File: config.mk
export PLATFORM = sky130hd
export DESIGN_NAME = dtlb_xlate
export DESIGN_NICKNAME = d
export VERILOG_FILES = /design/src/rtl/dtlb_pkg.sv /design/src/rtl/dtlb_pick.sv /design/src/rtl/dtlb_match.sv /design/src/rtl/dtlb_victim.sv /design/src/rtl/dtlb_xlate.sv
export SDC_FILE = /design/constraint.sdc
export NUM_CORES = 2
export LEC_CHECK = 0
export ABC_AREA = 0
export BUFFER_PORTS_ARGS = -buffer_cell sky130_fd_sc_hd__buf_2
export CAP_MARGIN = 20
export CORE_MARGIN = 2
export CORE_UTILIZATION = 47
export CTS_CLUSTER_DIAMETER = 30
export DETAILED_ROUTE_END_ITERATION = 7
export PLACE_DENSITY = 0.7
export SLEW_MARGIN = 5
export SYNTH_ARGS = -nofsm -noshare
export SYNTH_HDL_FRONTEND = slang
export SYNTH_HIERARCHICAL = 1
export SYNTH_SLANG_ARGS = --single-unit
File: constraint.sdc
create_clock -name clk -period 7 [get_ports clk]
set_input_delay 0.35 -clock clk [delete_from_list [all_inputs] [get_ports clk]]
set_output_delay 0.35 -clock clk [all_outputs]
set_load 0.05 [all_outputs]
File: src/rtl/dtlb_pkg.sv
package dtlb_pkg;
    // registered result of one lookup
    typedef enum logic [1:0] {
        RES_IDLE,
        RES_MISS,
        RES_HIT,
        RES_FAULT
    } res_e;

    // bit positions inside a 2-bit permission field
    localparam int PERM_KERNEL = 0;
    localparam int PERM_USER   = 1;
endpackage

File: src/rtl/dtlb_pick.sv
// Lowest-index one-hot selection out of a request vector.
module dtlb_pick #(
    parameter int N = 32
) (
    input  logic         clk,
    input  logic         rst_n,
    input  logic [N-1:0] req,
    output logic [N-1:0] grant_oh,
    output logic         any
);
    always_comb begin
        logic found;
        found    = 1'b0;
        grant_oh = '0;
        for (int i = 0; i < N; i++) begin
            if (req[i] && !found) begin
                grant_oh[i] = 1'b1;
                found       = 1'b1;
            end
        end
    end

    assign any = |req;

    AST_PICK_ONEHOT: assert property (@(posedge clk) disable iff (!rst_n)
        $onehot0(grant_oh));
    AST_PICK_IN_REQ: assert property (@(posedge clk) disable iff (!rst_n)
        (grant_oh & ~req) == '0);
endmodule

File: src/rtl/dtlb_match.sv
// Parallel tag compare against every entry.
module dtlb_match #(
    parameter int N     = 32,
    parameter int TAG_W = 21
) (
    input  logic [N-1:0]            vld,
    input  logic [N-1:0][TAG_W-1:0] tags,
    input  logic [TAG_W-1:0]        key,
    output logic [N-1:0]            hits
);
    for (genvar g = 0; g < N; g++) begin : g_cmp
        assign hits[g] = vld[g] && (tags[g] == key);
    end
endmodule

File: src/rtl/dtlb_victim.sv
// Slot choice for an insert: first free slot, else a free-running counter.
module dtlb_victim #(
    parameter int N     = 32,
    localparam int IDX_W = $clog2(N)
) (
    input  logic             clk,
    input  logic             rst_n,
    input  logic [N-1:0]     vld,
    output logic [IDX_W-1:0] victim
);
    logic [IDX_W-1:0] cnt_q;
    logic [N-1:0]     free_oh;
    logic             any_free;
    logic [IDX_W-1:0] free_idx;

    always_ff @(posedge clk or negedge rst_n) begin
        if (!rst_n) cnt_q <= '0;
        else        cnt_q <= cnt_q + 1'b1;
    end

    dtlb_pick #(.N(N)) u_free (
        .clk      (clk),
        .rst_n    (rst_n),
        .req      (~vld),
        .grant_oh (free_oh),
        .any      (any_free)
    );

    always_comb begin
        free_idx = '0;
        for (int i = 0; i < N; i++) begin
            if (free_oh[i]) free_idx = free_idx | IDX_W'(i);
        end
    end

    assign victim = any_free ? free_idx : cnt_q;

    AST_VICTIM_FREE: assert property (@(posedge clk) disable iff (!rst_n)
        any_free |-> !vld[victim]);
    AST_VICTIM_CNT_STEP: assert property (@(posedge clk) disable iff (!rst_n)
        !any_free |=> (victim == $past(cnt_q) + 1'b1) || any_free);
endmodule

File: src/rtl/dtlb_xlate.sv
module dtlb_xlate
    import dtlb_pkg::*;
#(
    parameter int ENTRIES = 32,
    parameter int TAG_W   = 21,
    parameter int OFF_W   = 13,
    parameter int PPN_W   = 21,
    parameter int PROT_W  = 2,
    localparam int VA_W  = TAG_W + OFF_W,
    localparam int PA_W  = PPN_W + OFF_W,
    localparam int IDX_W = $clog2(ENTRIES)
) (
    input  logic              clk,
    input  logic              rst_n,
    input  logic              lk_valid,
    input  logic [VA_W-1:0]   lk_vaddr,
    input  logic              lk_write,
    input  logic              lk_user,
    input  logic              ins_en,
    input  logic [TAG_W-1:0]  ins_tag,
    input  logic [PPN_W-1:0]  ins_ppn,
    input  logic [PROT_W-1:0] ins_rd,
    input  logic [PROT_W-1:0] ins_wr,
    input  logic              flush_all,
    output logic              rsp_valid,
    output logic              rsp_hit,
    output logic              rsp_fault,
    output logic [PA_W-1:0]   rsp_paddr
);
    // entry storage
    logic [ENTRIES-1:0]             vld_q;
    logic [ENTRIES-1:0][TAG_W-1:0]  tag_q;
    logic [ENTRIES-1:0][PPN_W-1:0]  ppn_q;
    logic [ENTRIES-1:0][PROT_W-1:0] rd_q;
    logic [ENTRIES-1:0][PROT_W-1:0] wr_q;

    logic [IDX_W-1:0]   victim;
    logic [ENTRIES-1:0] hits;
    logic [ENTRIES-1:0] hit_oh;
    logic               hit_any;
    logic [PPN_W-1:0]   ppn_sel;
    logic [PROT_W-1:0]  rd_sel;
    logic [PROT_W-1:0]  wr_sel;
    logic               perm_ok;
    res_e               res_d, res_q;
    logic [PA_W-1:0]    paddr_q;

    // ---------------- fill and invalidate ----------------
    dtlb_victim #(.N(ENTRIES)) u_victim (
        .clk    (clk),
        .rst_n  (rst_n),
        .vld    (vld_q),
        .victim (victim)
    );

    always_ff @(posedge clk or negedge rst_n) begin
        if (!rst_n)         vld_q <= '0;
        else if (flush_all) vld_q <= '0;
        else if (ins_en)    vld_q[victim] <= 1'b1;
    end

    always_ff @(posedge clk) begin
        if (ins_en && !flush_all) begin
            tag_q[victim] <= ins_tag;
            ppn_q[victim] <= ins_ppn;
            rd_q[victim]  <= ins_rd;
            wr_q[victim]  <= ins_wr;
        end
    end

    // ---------------- lookup ----------------
    dtlb_match #(.N(ENTRIES), .TAG_W(TAG_W)) u_match (
        .vld  (vld_q),
        .tags (tag_q),
        .key  (lk_vaddr[VA_W-1:OFF_W]),
        .hits (hits)
    );

    dtlb_pick #(.N(ENTRIES)) u_prio (
        .clk      (clk),
        .rst_n    (rst_n),
        .req      (hits),
        .grant_oh (hit_oh),
        .any      (hit_any)
    );

    // one-hot AND-OR selection of frame and permission fields
    always_comb begin
        ppn_sel = '0;
        rd_sel  = '0;
        wr_sel  = '0;
        for (int i = 0; i < ENTRIES; i++) begin
            if (hit_oh[i]) begin
                ppn_sel = ppn_sel | ppn_q[i];
                rd_sel  = rd_sel  | rd_q[i];
                wr_sel  = wr_sel  | wr_q[i];
            end
        end
    end

    always_comb begin
        if (lk_user) perm_ok = lk_write ? wr_sel[PERM_USER]   : rd_sel[PERM_USER];
        else         perm_ok = lk_write ? wr_sel[PERM_KERNEL] : rd_sel[PERM_KERNEL];
    end

    // next result state
    always_comb begin
        if (!lk_valid)     res_d = RES_IDLE;
        else if (!hit_any) res_d = RES_MISS;
        else if (perm_ok)  res_d = RES_HIT;
        else               res_d = RES_FAULT;
    end

    // state register
    always_ff @(posedge clk or negedge rst_n) begin
        if (!rst_n) begin
            res_q   <= RES_IDLE;
            paddr_q <= '0;
        end else begin
            res_q   <= res_d;
            paddr_q <= (res_d == RES_HIT) ? {ppn_sel, lk_vaddr[OFF_W-1:0]} : '0;
        end
    end

    // outputs
    always_comb begin
        rsp_valid = 1'b0;
        rsp_hit   = 1'b0;
        rsp_fault = 1'b0;
        unique case (res_q)
            RES_IDLE:  ;
            RES_MISS:  rsp_valid = 1'b1;
            RES_HIT:   begin rsp_valid = 1'b1; rsp_hit   = 1'b1; end
            RES_FAULT: begin rsp_valid = 1'b1; rsp_fault = 1'b1; end
        endcase
    end
    assign rsp_paddr = paddr_q;

    // ---------------- assertions ----------------
    AST_RSP_FOLLOWS_REQ: assert property (@(posedge clk) disable iff (!rst_n)
        lk_valid |=> rsp_valid);
    AST_NO_SPURIOUS_RSP: assert property (@(posedge clk) disable iff (!rst_n)
        !lk_valid |=> !rsp_valid);
    AST_PADDR_ZERO_NOHIT: assert property (@(posedge clk) disable iff (!rst_n)
        !rsp_hit |-> (rsp_paddr == '0));
    AST_OFFSET_PASS: assert property (@(posedge clk) disable iff (!rst_n)
        lk_valid |=> (!rsp_hit || rsp_paddr[OFF_W-1:0] == $past(lk_vaddr[OFF_W-1:0])));
    AST_MISS_NO_MATCH: assert property (@(posedge clk) disable iff (!rst_n)
        (lk_valid && hits == '0) |=> (rsp_valid && !rsp_hit && !rsp_fault));
    AST_FLUSH_EMPTIES: assert property (@(posedge clk) disable iff (!rst_n)
        flush_all |=> (vld_q == '0));
    AST_INSERT_FILLS: assert property (@(posedge clk) disable iff (!rst_n)
        (ins_en && !flush_all) |=> vld_q[$past(victim)]);
endmodule

==> key figures <==
Clock network
  – Num CTS Buffers: 279
  – Worst skew pair latency: 0.89 ns
  – CTS root buffer: clkbuf_16
  – Htree depth: 5
  – CTS Buffer Depth: 4
  – CTS tree: yes
  – Clock Sinks: 1,545
  – Reg clk slew, reported paths: 0.05 ns
  – Post-CTS Setup Bufs: 0
  – Hold buffer count at cts: 39
  – CTS resizes: 0

Drt
  – Met2 wire length: 88,300 µm
  – Final wirelength: 186,000 µm
  – Final ANT Viol Nets: 0
  – Wl on met1: 67,400 µm
  – Vias per cell: 6.27
  – Avg WL per Cell: 31.7 µm
  – Detailed Routing Iterations Pass 1: 6
  – Routed vias: 36,783
  – Wire length on met3: 23,100 µm
  – Top Metal Used: met4
  – Residual DRC: 0
  – DRT iter0 DRCs: 5,596

Power
  – Worst vdd ir: 0.000221 V
  – Leak pwr: 24.6 nW
  – Net Sw Frac: 20.9%
  – Clock power frac: 54.3%
  – Power Internal: 18.7 mW
  – Sequential share of power: 43.1%
  – Switch Pwr: 4.93 mW
  – Logic pwr share: 2.7%
  – Pwr Total: 23.6 mW
  – Power Dens Cells: 323 nW/µm²

Critical path
  – Worst EP required: 7.52 ns
  – Worst-path cell chain: inv_1 > nor4_4 > nand3_2 > nor4_1 > nor4_1 > and4_1 > a21oi_1 > nand3_1 > nor2_4 > buf_4
  – Cell mode on critical path: nor4_1
  – Delay-heaviest family, CP: simple AND/OR/NAND/NOR gates
  – CP max stage cell: nor2_4
  – Buf/Inv on CP: 2
  – CP Launch Type: flop
  – Crit end category: flop
  – Maximum fanout along the worst path: 23
  – Critical path class: flop to flop
  – CP arrival: 5.97 ns
  – Max incr delay on CP: 1.04 ns

Floorplan
  – Die width: 364 µm
  – Initial Utilization: 47.2%
  – Core Area: 129,000 µm²
  – Core Rows: 132
  – Die footprint: 133,000 µm²
  – Die height: 364 µm
  – # IOs: 124

Cells and area
  – Antenna cells: 0
  – Reg area: 46,000 µm²
  – Fin cells: 5,865
  – Nets@finish: 4,012
  – Area of the multi-input gates: 13,700 µm²
  – Area grow syn2layout: 20.2%
  – Final Core Density: 56.8%
  – Share of cells above drive strength 1: 18.9%
  – Filler Cell Count: 9,494

Outcome
  – Outcome: complete, but fails checks
  – Failing checks: negative hold slack

STA
  – Crit share post-route: 77.8%
  – Slew HR: 18.1%
  – Crit path time final: 5.45 ns
  – Fmax: 184 MHz
  – Setup TNS: 0 ns
  – Clock skew: 0.0527 ns
  – Unrepaired setup endpoints after global routing: no
  – Setup violators final: 0
  – Slew @ Worst Pin: 1.22 ns
  – Max-slew violations: 0
  – WHS: -0.00841 ns
  – Fin. Hold Viols: 6

Place
  – RePlAce Congestion: 0.838
  – DP HPWL: 97,800 µm
  – Port buffer count: 123
  – Placed Cells: 5,345

Global route
  – Gr ovfl total: 0
  – GRT Util Overall: 27.8%
  – Initial antenna violation count: 5
  – Global-route wire length before repair: 260,000 µm
  – Largest net degree at the start of global routing: 74
  – Vias in the first global route: 35,998

Hold path
  – Hold Path Class: primary input to asynchronous set/reset pin

Synth
  – Synth warn: 6
  – Avg Cell Area, Syn: 17.1 µm²
  – Syn nets: 3,658
  – Post-Syn Instances: 3,570
  – Synth Cell Area: 61,000 µm²

Run
  – Max-cap violation count: 0
## per-layer routing
layer  vias up  global-route usage [%]
li1      14745                       -
met1     18677                    36.4
met2      2872                    44.6
met3       489                    7.15
met4         0                    11.1
met5         -                       0
## power by group through the flow
stage	registers, mW	clock network [mW]	logic, mW
finish	10.2	12.8	0.630
global route	10.2	13.3	0.658
CTS	10.2	12.9	0.617
detailed placement	10.4	0	0.593
global placement	10.4	0	0.585
floorplan	10.4	0	0.297
## registers in the layout, indices dropped and copies added (netlist names)
signal	flops
rsp_paddr	34
ppn_q	672
rd_q	64
tag_q	672
u_victim/cnt_q	5
wr_q	64
vld_q	32
res_q	2
## metrics by stage
stage          worst slack, ns  cell area, µm²
2_1_floorplan             1.87           61000
3_3_place_gp              1.23           63900
3_5_place_dp              1.14           63900
4_1_cts                   1.77           73300
5_1_grt                   1.30           73300
6_report                  1.55           73300
## cell usage in the layout (no fill, tap or decap), types with 37 or more instances in the layout
cell type	count
edfxtp_1	1472
xor2_1	640
clkbuf_16	285
a22oi_1	202
nor4_1	186
buf_2	122
buf_4	110
nand4_1	108
a22o_1	95
a221oi_1	91
inv_1	80
dfrtp_1	73
nor2_1	52
nand3_1	45
dlygate4sd3_1	39
nor2_4	37
## final cells by class
type	instances	area share, %
Sequential cell	1545	62.8
Multi-Input combinational cell	1730	18.6
Clock inverter	159	2.21
Inverter	80	0.410
Timing Repair Buffer	288	2.97
Tap cell	1742	2.97
Clock buffer	321	10.0
## worst paths after layout
path                                    from                end  slack, ns  cells past startpoint
max                                 vld_q[4]         ppn_q[635]       1.55                     10
max reg2reg                         vld_q[4]         ppn_q[635]       1.55                     10
min in group clk                   flush_all          vld_q[17]       0.10                      2
min                                    rst_n      rsp_paddr[33]     -0.008                      2
min reg2reg                u_victim/cnt_q[4]  u_victim/cnt_q[4]       0.48                      1
max in group asynchronous              rst_n          vld_q[16]       6.35                      3
## worst register-to-register path, delay by kind of cell (launching register included)
| family | cells | cell delay [ns] |
|---|---|---|
| AO/OA/AOI/OAI | 1 | 0.63 |
| buffers and inverters | 2 | 0.61 |
| flip-flops | 1 | 0.41 |
| AND/OR/NAND/NOR | 7 | 3.46 |
Power figures use the tool's default switching activity.
